**config.mk**
```make
export PLATFORM = sky130hd
export DESIGN_NAME = module_window_decoder
export DESIGN_NICKNAME = d
export VERILOG_FILES = /design/src/rtl/mwd_pkg.sv /design/src/rtl/mwd_base_reg.sv /design/src/rtl/mwd_window_cmp.sv /design/src/rtl/module_window_decoder.sv
export SDC_FILE = /design/constraint.sdc
export NUM_CORES = 1
export LEC_CHECK = 0
export CORE_ASPECT_RATIO = 0.75
export CORE_MARGIN = 2
export CORE_UTILIZATION = 39
export CTS_CLUSTER_DIAMETER = 100
export DETAILED_ROUTE_END_ITERATION = 10
export PLACE_DENSITY_LB_ADDON = 0.08
export REMOVE_ABC_BUFFERS = 1
export SETUP_SLACK_MARGIN = 0.05
export SYNTH_ARGS = -nofsm -noshare
export SYNTH_HDL_FRONTEND = slang
export SYNTH_SLANG_ARGS = --single-unit
```
**constraint.sdc**
```tcl
create_clock -name clk_i -period 2 [get_ports clk_i]
set_input_delay 0.2 -clock clk_i [delete_from_list [all_inputs] [get_ports clk_i]]
set_output_delay 0.2 -clock clk_i [all_outputs]
set_load 0.01 [all_outputs]
```
**src/rtl/mwd_pkg.sv**
```systemverilog
package mwd_pkg;
  localparam int unsigned ADDR_W  = 32;
  localparam int unsigned WIN_W   = 12;
  localparam int unsigned FC_W    = 3;
  localparam int unsigned TAG_W   = ADDR_W - WIN_W;
  localparam logic [FC_W-1:0]   FC_CPU   = 3'b111;
  localparam logic [ADDR_W-1:0] REG_ADDR = 32'h0003_FF00;

  typedef logic [TAG_W-1:0] tag_t;
endpackage

```
**src/rtl/mwd_base_reg.sv**
```systemverilog
module mwd_base_reg
  import mwd_pkg::*;
(
  input  logic              clk_i,
  input  logic              rst_ni,
  input  logic              acc_i,
  input  logic              rw_i,
  input  logic [ADDR_W-1:0] wdata_i,
  output tag_t              base_o,
  output logic              valid_o,
  output logic [ADDR_W-1:0] rdata_o,
  output logic              ack_o
);
  tag_t base_q;
  logic valid_q;
  logic unused_wbits;

  assign unused_wbits = ^wdata_i[WIN_W-1:1];

  always_ff @(posedge clk_i or negedge rst_ni) begin
    if (!rst_ni) begin
      base_q  <= '0;
      valid_q <= 1'b0;
      ack_o   <= 1'b0;
      rdata_o <= '0;
    end else begin
      ack_o   <= acc_i;
      rdata_o <= '0;
      if (acc_i) begin
        if (rw_i) begin
          rdata_o <= {base_q, {(WIN_W-1){1'b0}}, valid_q};
        end else begin
          base_q  <= wdata_i[ADDR_W-1:WIN_W];
          valid_q <= wdata_i[0];
        end
      end
    end
  end

  assign base_o  = base_q;
  assign valid_o = valid_q;
endmodule

```
**src/rtl/mwd_window_cmp.sv**
```systemverilog
module mwd_window_cmp
  import mwd_pkg::*;
(
  input  logic              strb_i,
  input  logic [FC_W-1:0]   fc_i,
  input  logic [ADDR_W-1:0] addr_i,
  input  tag_t              base_i,
  input  logic              valid_i,
  output logic              reg_hit_o,
  output logic              sel_o,
  output logic [WIN_W-1:0]  offset_o
);
  logic cpu_space;

  assign cpu_space = (fc_i == FC_CPU);
  assign reg_hit_o = strb_i && cpu_space && (addr_i == REG_ADDR);
  assign sel_o     = strb_i && !cpu_space && valid_i &&
                     (addr_i[ADDR_W-1:WIN_W] == base_i);
  assign offset_o  = sel_o ? addr_i[WIN_W-1:0] : '0;
endmodule

```
**src/rtl/module_window_decoder.sv**
```systemverilog
module module_window_decoder
  import mwd_pkg::*;
(
  input  logic              clk_i,
  input  logic              rst_ni,
  input  logic              strb_i,
  input  logic [ADDR_W-1:0] addr_i,
  input  logic [FC_W-1:0]   fc_i,
  input  logic              rw_i,
  input  logic [ADDR_W-1:0] wdata_i,
  output logic              sel_o,
  output logic [WIN_W-1:0]  offset_o,
  output logic [ADDR_W-1:0] rdata_o,
  output logic              ack_o
);
  tag_t base;
  logic valid;
  logic reg_hit;

  mwd_window_cmp u_cmp (
    .strb_i   (strb_i),
    .fc_i     (fc_i),
    .addr_i   (addr_i),
    .base_i   (base),
    .valid_i  (valid),
    .reg_hit_o(reg_hit),
    .sel_o    (sel_o),
    .offset_o (offset_o)
  );

  mwd_base_reg u_base (
    .clk_i  (clk_i),
    .rst_ni (rst_ni),
    .acc_i  (reg_hit),
    .rw_i   (rw_i),
    .wdata_i(wdata_i),
    .base_o (base),
    .valid_o(valid),
    .rdata_o(rdata_o),
    .ack_o  (ack_o)
  );
endmodule

```
==> results of run 1 <==
[cell usage after synthesis (all sizes together)]
cell | n | area, sq um
and2 | 21 | 131
and3 | 1 | 6.26
and4 | 1 | 8.76
and4bb | 1 | 12.5
buf | 13 | 105
clkbuf | 4 | 17.5
conb | 1 | 3.75
dfrtp | 43 | 1080
inv | 13 | 48.8
mux2 | 21 | 312
nand2 | 2 | 7.51
nand4 | 5 | 37.5
nor2 | 1 | 3.75
nor2b | 1 | 6.26
nor3 | 14 | 70.1
nor4 | 9 | 71.3
nor4b | 2 | 30.0
nor4bb | 1 | 10.0
xnor2 | 1 | 8.76
xor2 | 19 | 166
[power groups by stage]
stage | combinational (mW) | sequential, mW | clock [mW]
after floorplan | 0.0382 | 0.886 | 0
after global placement | 0.211 | 0.886 | 0
after detailed placement | 0.212 | 0.886 | 0
after CTS | 0.218 | 0.868 | 0.560
after global routing | 0.238 | 0.869 | 0.598
final | 0.221 | 0.869 | 0.536
[worst max-delay path: cells and delay by family, from the launching register on]
family                    cells  cell delay [ns]
xor gates and xnor gates      1             0.15
buffers and inverters         3             0.48
DFF                           1             0.40
and+or+nand+nor               3             0.71
[logic make-up after synthesis]
group         count (synthesis)
xor+xnor                     20
buf+inv                      30
flops                        43
mux                          21
other cells                   1
simple gates                 59
[final timing paths]
kind / startpoint / to / slack, ns / depth (start not counted)
setup / recovery: u_base.base_o[4] / offset_o[10] / -0.25 / 7
hold / removal: rst_ni / u_base.ack_o / 0.36 / 2
setup reg to reg: u_base.base_o[9] / u_base.base_o[9] / 0.98 / 3
hold reg to reg: u_base.base_o[5] / u_base.rdata_o[17] / 0.54 / 1
max in group asynchronous: rst_ni / u_base.base_o[19] / 0.98 / 3
min in group clk_i: addr_i[25] / u_base.ack_o / 0.47 / 5
[timing repair]
| item | 4_1_cts | 5_1_grt |
|---|---|---|
| gates resized for setup | 65 | 28 |
| pin swaps | 3 | 12 |
| hold buffers | 1 | 0 |
| buffers inserted | 5 | 6 |
| endpoints found under the hold margin | 19 | 0 |
| gates cloned | 1 | 1 |
| endpoints found under the setup margin | 34 | 48 |
[registers in the layout (all words and copies together), names as in the netlist]
name / cells
u_base.rdata_o: 21
u_base.base_o: 20
u_base.ack_o: 1
u_base.valid_o: 1
[area by class of cell]
cell class	count	area share
sequential	43	0.291
timing repair buffer	144	0.362
tap	75	0.0254
inverter	13	0.0132
multi-input combinational	111	0.285
clock inverter	2	0.00339
clock buffer	6	0.0197
[metrics by stage]
step,setup TNS [ns],cells
global placement,-18.51,372
finish,-2.55,394
floorplan,-8.18,167
global route,-3.60,394
detailed placement,-17.90,372
CTS,-3.18,387
[metal layers]
metal | track usage | up-vias | share of wire
li1 | - | 845 | -
met1 | 0.244 | 817 | 0.44
met2 | 0.326 | 53 | 0.49
met3 | 0.0603 | 6 | 0.055
met4 | 0.0616 | 0 | 0.013
met5 | 0 | - | 0
==> results.txt, run 1 <==
Status: finished with violations
Violated checks: setup timing
Largest family of logic cells by synthesized area: simple AND/OR/NAND/NOR gates
Yosys warning count: 0
Initial Util: 0.401
Post-detail-place hpwl: 4.37 mm
Final Util: 0.694
Mean post-synth cell area: 12.3 sq um
Number of antenna-violating nets in the routed design: 0
Setup crit end kind: output pin
DIE HEIGHT: 68.1 um
Fraction of layout cells with a size suffix above 1: 0.351
Internal power: 1.25 mW
RSZ-0062 raised after global routing: true
Adder-Cell Fraction of Synth Area: 0
Gate power share: 0.136
IO Count: 117
Clk network pwr share: 0.330
Initial drt markers: 25
Grt ovf: 0
Placeable Area: 0.00532 sq mm
Compound-Gate Fraction of Synth Area: 0
Number of diodes: 0
Tot Pwr: 1.62 mW
Leak: 1.84 nW
Later-pin clock latency in the skew report: 0.30 ns
DR pass1 iterations: 6
WS Path Type: reg2out
CP Max Fanout: 8
Synth Area in Simple Gates: 0.185
CTS tree: done
Port Buffers: 94
Sequential cell area: 0.00108 sq mm
Most common cell after layout, fill and taps aside: clkdlybuf4s50_1
Initial antenna violation count: 0
Global placer's final weighted congestion: 0.812
Reg power frac: 0.535
Post-place setup slack: -0.578 ns
Post-DR wirelength/cell: 14.7 um
Final Net Count: 389
CP Cell Sequence: xor2_1, nor4_1, nand4_1, buf_6, buf_12, nor3_4, buf_2
Fin Hold WS: 0.356 ns
Post-DP Area: 0.00335 sq mm
Crit path arrival time: 2.05 ns
CTS clk-pin slew, worst paths: 0.08 ns
Max-Cap Viols: 0
Clock skew: 0.00358 ns
Minimum clock period: 2.25 ns
Final setup fails: 13
Fin area: 0.00369 sq mm
Gr usage total: 0.196
HP Class: in2async
Fill count: 426
CTS Sinks: 43
Period utilisation layout: 1.12
Cell variety after synth: 25
Max IR drop VDD: 0.323 mV
Syn Std Cell Area: 0.00213 sq mm
Endpoints failing hold: 0
Slowest CP cell: dfrtp_1
DRC: 0
First-pass GRT wire length: 8.54 mm
Syn Inst Count: 174
Root buffer cell: clkbuf_8
Die X: 89.4 um
Final Slew Violations: 0
Final wirelength: 5.81 mm
Startpoint Class: register
Vias: 1721
CTS max path bufs: 2
Flops & latches, synth: 43
Multiplexer area fraction after synthesis: 0.146
Sw Pwr: 377 uW
Synth-to-Final Area Change: 73.1%
Vias in the first global route: 1700
Pwr per Cell Area: 440 mW/mm^2
CP required: 1.80 ns
Largest net degree at the start of global routing: 25
Critical Path Max Stage Delay: 0.40 ns
Xor/xnor share of the synthesized area: 0.0821
Die ar.: 0.00608 sq mm
Commonest cells after routing, fill and taps aside: clkdlybuf4s50_1 (75), dfrtp_1 (43), buf_4 (40)
Fmax: 445 MHz
Register area share after synthesis: 0.504
Vias/cell: 4.37
H-tree levels: 2
CTS buffer count: 5
Row count: 23
Switching Fraction: 0.232
Multi-input gate area: 0.00105 sq mm
Final worst slack: -0.248 ns
Power figures use the tool's default switching activity.
==> inputs of run 2 (changes only) <==
--- a/config.mk
+++ b/config.mk
@@ -6,8 +6,7 @@
 export NUM_CORES = 1
 export LEC_CHECK = 0
 export CORE_ASPECT_RATIO = 0.75
-export CORE_MARGIN = 2
-export CORE_UTILIZATION = 39
+export CORE_UTILIZATION = 42
 export CTS_CLUSTER_DIAMETER = 100
 export DETAILED_ROUTE_END_ITERATION = 10
 export PLACE_DENSITY_LB_ADDON = 0.08
==> constraint.sdc (replaced) <==
create_clock -name clk_i -period 2.8 [get_ports clk_i]
set_input_delay 0.28 -clock clk_i [delete_from_list [all_inputs] [get_ports clk_i]]
set_output_delay 0.28 -clock clk_i [all_outputs]
set_load 0.01 [all_outputs]
==> run 2 against run 1 <==
  * The run ends with DRC left
  * First-iteration DRC count up 140%
  * Via count down 8.6%
  * Sequential power down 29%
  * Critical endpoint is now offset_o[11]
  * Largest power group unchanged
  * Highest routed layer unchanged
==> results.txt, run 2 (synthesis results as in run 1) <==
Minimum clock period: 2.62 ns
FF-to-FF Start: u_base.base_o[17]
Leak: 1.49 nW (-19%)
Setup crit end kind: output pin
Final setup fails: 0 (-13)
CTS max path bufs: 2 (unchanged)
Placeable Area: 0.00490 sq mm (-8.0%)
Final Slew Violations: 0 (unchanged)
Period utilisation layout: 0.937
Final Util: 0.660 (-0.0334)
Violated checks: DRC
Slowest CP cell: clkdlybuf4s50_1
Setup TNS: 0 ns (+2.55 ns)
HP Class: in2async
Startpoint Class: primary input
CP required: 2.52 ns (+0.72 ns)
CTS clk-pin slew, worst paths: 0.08 ns (about the same)
Initial antenna violation count: 0 (unchanged)
Die X: 84.3 um (-5.7%)
DIE HEIGHT: 63.7 um (-6.4%)
CP Cell Sequence: clkdlybuf4s50_1, xor2_1, nor4_1, nand4_1, buf_4, nor3_1, clkdlybuf4s50_1
Post-CTS setup buffers: 0 (-5)
Placed Instances: 327 (-12%)
Post-DP Area: 0.00311 sq mm (-7.3%)
Least-Margin Pin Slew: 0.916 ns
Port Buffers: 94 (unchanged)
Pwr per Cell Area: 386 mW/mm^2 (-12%)
Cell mode on critical path: clkdlybuf4s50_1
Die ar.: 0.00537 sq mm (-12%)
Final wirelength: 4.87 mm (-16%)
DR pass1 iterations: 9 (+3)
CP Max Fanout: 13 (+5)
RSZ-0062 raised after global routing: false
Most flop-heavy register: u_base.rdata_o
Fmax: 381 MHz
DRC: 4 (+4)
Commonest cells after routing, fill and taps aside: clkdlybuf4s50_1 (93), dfrtp_1 (43), and2_1 (21)
Largest net degree at the start of global routing: 44 (+76%)
Cell family with the largest share of critical-path delay: buffers and inverters
Crit path arrival time: 2.34 ns (+0.29 ns)
Post-detail-place hpwl: 3.80 mm (-13%)
Hold_buf cts: 0 (-1)
Gr usage total: 0.203 (+0.00781)
Max-Cap Viols: 0 (unchanged)
Critical Path Max Stage Delay: 0.59 ns (+0.19 ns)
Grt ovf: 0 (unchanged)
CTS Sinks: 43 (unchanged)
Fraction of layout cells with a size suffix above 1: 0.156 (-0.195)
Post-DR wirelength/cell: 14.5 um (-1.4%)
Endpoints failing hold: 0 (unchanged)
Fin area: 0.00323 sq mm (-12%)
Synth-to-Final Area Change: 51.6%
WS Path Type: in2out
Most common cell after layout, fill and taps aside: clkdlybuf4s50_1
Number of antenna-violating nets in the routed design: 0 (unchanged)
Later-pin clock latency in the skew report: 0.30 ns (about the same)
Number of diodes: 0 (unchanged)
Non-Filler Instances: 335 (-15%)
First-pass GRT wire length: 8.09 mm (-5.2%)
Final Net Count: 345 (-11%)
Root buffer cell: clkbuf_8
Max IR drop VDD: 0.191 mV (-41%)
Buffers and inverters on the worst path: 3 (unchanged)
CTS tree: done
Vias: 1573 (-8.6%)
Row count: 22 (-4.3%)
Vias/cell: 4.70 (+7.5%)
Critical path origin: addr_i[31]
Max reg flops: 21 (unchanged)
Global placer's final weighted congestion: 0.777 (-4.3%)
CTS buffer count: 5 (unchanged)
Initial Util: 0.435 (+0.0347)
Status: finished with violations
Vias in the first global route: 1648 (-3.1%)
H-tree levels: 2 (unchanged)
Initial drt markers: 59 (+140%)
Slew HR: 0.390
IO Count: 117 (unchanged)
Clock skew: 0.00454 ns (+0.000960 ns)
==> run 2: layout make-up <==
| cell class | instances | area (sq um) |
|---|---|---|
| repair buffers | 100 | 981 |
| inverters | 13 | 48.8 |
| fillers | 412 | 1670 |
| clock buffers | 6 | 82.6 |
| flip-flops and latches | 43 | 1080 |
| well taps | 60 | 75.1 |
| clock inverters | 2 | 35.0 |
| multi-input cells | 111 | 936 |
==> run 2: metal layers <==
metal	vias to the layer above	track usage	part of all wire	wire length [um]
met5	-	0	0	0
met4	0	0.0582	0.0060	29
met2	72	0.319	0.46	2220
met3	4	0.0655	0.066	323
li1	763	-	-	-
met1	734	0.271	0.47	2290
==> run 2: timing repair <==
action / 4_1_cts / 5_1_grt
endpoints found under the setup margin: 0 / 3
gates resized for setup: 0 / 1
endpoints found under the hold margin: 0 / 0
==> run 2: power by group <==
part           internal (mW)  switching (mW)  leakage (nW)
Clock                  0.289           0.204        0.0612
Combinational         0.0844          0.0527         0.831
Sequential             0.620  0.000000000163         0.601
==> run 2: per-stage QoR <==
step | setup WS, ns | power [mW] | hold slack, ns
5_1_grt | 0.0533 | 1.31 | 0.190
3_3_place_gp | 0.224 | 0.769 | 0.468
3_5_place_dp | 0.182 | 0.770 | 0.472
4_1_cts | 0.180 | 1.26 | 0.137
2_1_floorplan | 0.314 | 0.660 | -0.0156
6_report | 0.177 | 1.25 | 0.115
==> run 2: worst paths after layout <==
| check | end | depth (start not counted) | slack (ns) |
|---|---|---|---|
| worst max-delay path | offset_o[11] | 7 | 0.18 |
| worst min-delay path | u_base.base_o[13] | 1 | 0.12 |
| worst max register to register | u_base.base_o[17] | 1 | 1.99 |
| worst min register to register | u_base.rdata_o[12] | 1 | 0.54 |
| max in group asynchronous | u_base.base_o[1] | 1 | 2.11 |
| min in group clk_i | u_base.rdata_o[12] | 1 | 0.54 |
==> inputs of run 3 (changes only) <==
--- a/config.mk
+++ b/config.mk
@@ -5,8 +5,9 @@
 export SDC_FILE = /design/constraint.sdc
 export NUM_CORES = 1
 export LEC_CHECK = 0
+export ABC_AREA = 1
 export CORE_ASPECT_RATIO = 0.75
-export CORE_UTILIZATION = 42
+export CORE_UTILIZATION = 43
 export CTS_CLUSTER_DIAMETER = 100
 export DETAILED_ROUTE_END_ITERATION = 10
 export PLACE_DENSITY_LB_ADDON = 0.08
==> run 3 against run 2 <==
  * The run now ends clean
  * Sequential share of layout area is 1.5 points lower
  * Largest cell class unchanged
  * Clock-buffer cell count is 2 higher
  * First-iteration DRC count is 15% lower
  * Synthesized cell count is 79% higher
  * Critical path depth is 4 higher
==> results.txt, run 3 <==
Flops & latches, synth: 43 (unchanged)
Later-pin clock latency in the skew report: 0.30 ns (about the same)
Most frequent cell after synthesis: nand2_1
Clock skew: 0.00829 ns (+0.00375 ns)
CTS Sinks: 43 (unchanged)
Post-detail-place hpwl: 4.59 mm (+21%)
Final wirelength: 5.89 mm (+21%)
Mean post-synth cell area: 7.52 sq um (-39%)
Vias in the first global route: 1943 (+18%)
Grt ovf: 0 (unchanged)
Cell variety after synth: 19 (-24%)
Commonest cells after routing, fill and taps aside: clkdlybuf4s50_1 (93), nand2_1 (92), inv_1 (50)
Root buffer cell: clkbuf_8
Fill count: 465 (+13%)
Post-CTS setup buffers: 0 (unchanged)
EDFF count, synth: 0 (unchanged)
Placeable Area: 0.00506 sq mm (+3.4%)
Post-DR wirelength/cell: 12.3 um (-15%)
Die X: 87.2 um (+3.4%)
Most instantiated cells after synthesis: nand2_1 (92), inv_1 (50), dfrtp_1 (43)
Register area share after synthesis: 0.460 (-0.0443)
Syn Std Cell Area: 0.00234 sq mm (+9.6%)
H-tree levels: 2 (unchanged)
Max reg flops: 21 (unchanged)
Crit path arrival time: 2.27 ns (-0.07 ns)
Die ar.: 0.00574 sq mm (+6.9%)
DIE HEIGHT: 65.9 um (+3.4%)
RSZ-0062 raised after global routing: false
Post_cts resized: 0 (unchanged)
CTS tree: done
Fmax: 392 MHz (+2.9%)
Synth top area share: 0.460 (-0.0443)
Hold_buf cts: 0 (unchanged)
Multi-input gate area: 955 sq um (+2.0%)
Syn Inst Count: 311 (+79%)
Most common cell after layout, fill and taps aside: clkdlybuf4s50_1
CP Cell Sequence: clkdlybuf4s50_1, inv_1, nand2_1, o21ai_0, nor2_1, nand2_1, nor2_1, nand3_1, buf_4, nor2_2, clkdlybuf4s50_1
Startpoint Class: primary input
Period utilisation layout: 0.910 (-0.0265)
IO Count: 117 (unchanged)
Slowest CP cell: clkdlybuf4s50_1
Setup TNS: 0 ns (unchanged)
DRC: 0 (-4)
Largest net degree at the start of global routing: 44 (unchanged)
Leak: 1.64 nW (+9.9%)
DR pass1 iterations: 4 (-5)
Initial antenna violation count: 0 (unchanged)
Final Util: 0.669 (+0.00911)
CP Max Fanout: 13 (unchanged)
Fin Hold WS: 0.125 ns (+0.0102 ns)
Row count: 22 (unchanged)
Fraction of layout cells with a size suffix above 1: 0.121 (-0.0357)
Number of antenna-violating nets in the routed design: 0 (unchanged)
Setup crit end kind: output pin
Vias: 2129 (+35%)
Port Buffers: 94 (unchanged)
Status: finished clean
Async set-reset flop share out of synthesis: 1.00 (unchanged)
Max IR drop VDD: 0.237 mV (+24%)
Gr usage total: 0.219 (+0.0158)
Sequential cell area: 0.00108 sq mm (unchanged)
Endpoints failing hold: 0 (unchanged)
Critical Path Max Stage Delay: 0.56 ns (-0.03 ns)
Non-Filler Instances: 478 (+43%)
Main synth FF type: dfrtp_1
WS Path Type: in2out
HP Class: in2async
Number of diodes: 0 (unchanged)
CTS max path bufs: 2 (unchanged)
Register-to-Register Setup Slack: 2.08 ns (+0.09 ns)
CTS clk-pin slew, worst paths: 0.07 ns (about the same)
Cell taking the most area after synthesis: dfrtp_1
CP required: 2.52 ns (about the same)
Initial drt markers: 50 (-15%)
Placed Instances: 470 (+44%)
Synth area leaders: dfrtp_1 (46%), nand2_1 (15%), nor2_2 (8.3%)
CTS buffer count: 5 (unchanged)
Minimum clock period: 2.55 ns (-0.0741 ns)
Slew HR: 0.379 (-0.0106)
Vias/cell: 4.45 (-5.1%)
Max-Cap Viols: 0 (unchanged)
Least-Margin Pin Slew: 0.931 ns (+0.0159 ns)
Final Net Count: 476 (+38%)
First-pass GRT wire length: 9.32 mm (+15%)
Initial Util: 0.462 (+0.0263)
Final Slew Violations: 0 (unchanged)
Yosys warning count: 0 (unchanged)
Most flop-heavy register: u_base.rdata_o
Synth-to-Final Area Change: 44.9%
Tot Pwr: 1.20 mW (-4.2%)
Global placer's final weighted congestion: 0.841 (+8.2%)
Pwr per Cell Area: 353 mW/mm^2 (-8.6%)
Final setup fails: 0 (unchanged)
## run 3: critical path, delay by kind of cell
family	cells	cell delay, ns
buffers and inverters	4	1.38
AND/OR/NAND/NOR	6	0.51
AO/OA/AOI/OAI	1	0.07
## run 3: path summary, 6_finish.rpt
check / startpoint / depth (start not counted) / end
worst min register to register: u_base.base_o[10] / 2 / u_base.base_o[10]
worst min-delay path: rst_ni / 1 / u_base.rdata_o[27]
worst max-delay path: addr_i[18] / 11 / offset_o[8]
worst max register to register: u_base.base_o[7] / 2 / u_base.rdata_o[19]
max in group asynchronous: rst_ni / 1 / u_base.valid_o
min in group clk_i: u_base.base_o[10] / 2 / u_base.base_o[10]
## run 3: final cells by class
| type | instances | area share |
|---|---|---|
| flip-flops and latches | 43 | 0.317 |
| repair buffers | 99 | 0.287 |
| multi-input cells | 204 | 0.282 |
| inverters | 52 | 0.0576 |
| clock buffers | 8 | 0.0295 |
| well taps | 72 | 0.0266 |
## run 3: logic make-up after synthesis
family	synth area share
compound gates	0.0203
flops	0.460
simple gates	0.359
other cells	0.00160
buf+inv	0.148
xor+xnor	0.0112
## run 3: layer usage
layer / up-vias / part of all wire / global-route usage / wire [um]
met4: 0 / 0.011 / 0.0656 / 65
li1: 1101 / - / - / -
met1: 961 / 0.49 / 0.319 / 2860
met3: 8 / 0.043 / 0.0412 / 255
met2: 59 / 0.46 / 0.330 / 2710
met5: - / 0 / 0 / 0
## run 3: where the power goes
group / switching (mW) / leakage [nW] / internal [mW]
Combinational: 0.0657 / 0.988 / 0.0853
Clock: 0.201 / 0.0515 / 0.225
Sequential: 0.000000000184 / 0.601 / 0.620
Total: 0.267 / 1.64 / 0.931
## run 3: through the flow
step / area (sq um) / worst slack [ns]
floorplan: 2230 / 0.946
global placement: 3290 / 0.330
detailed placement: 3290 / 0.257
CTS: 3390 / 0.247
global route: 3390 / 0.121
finish: 3390 / 0.251
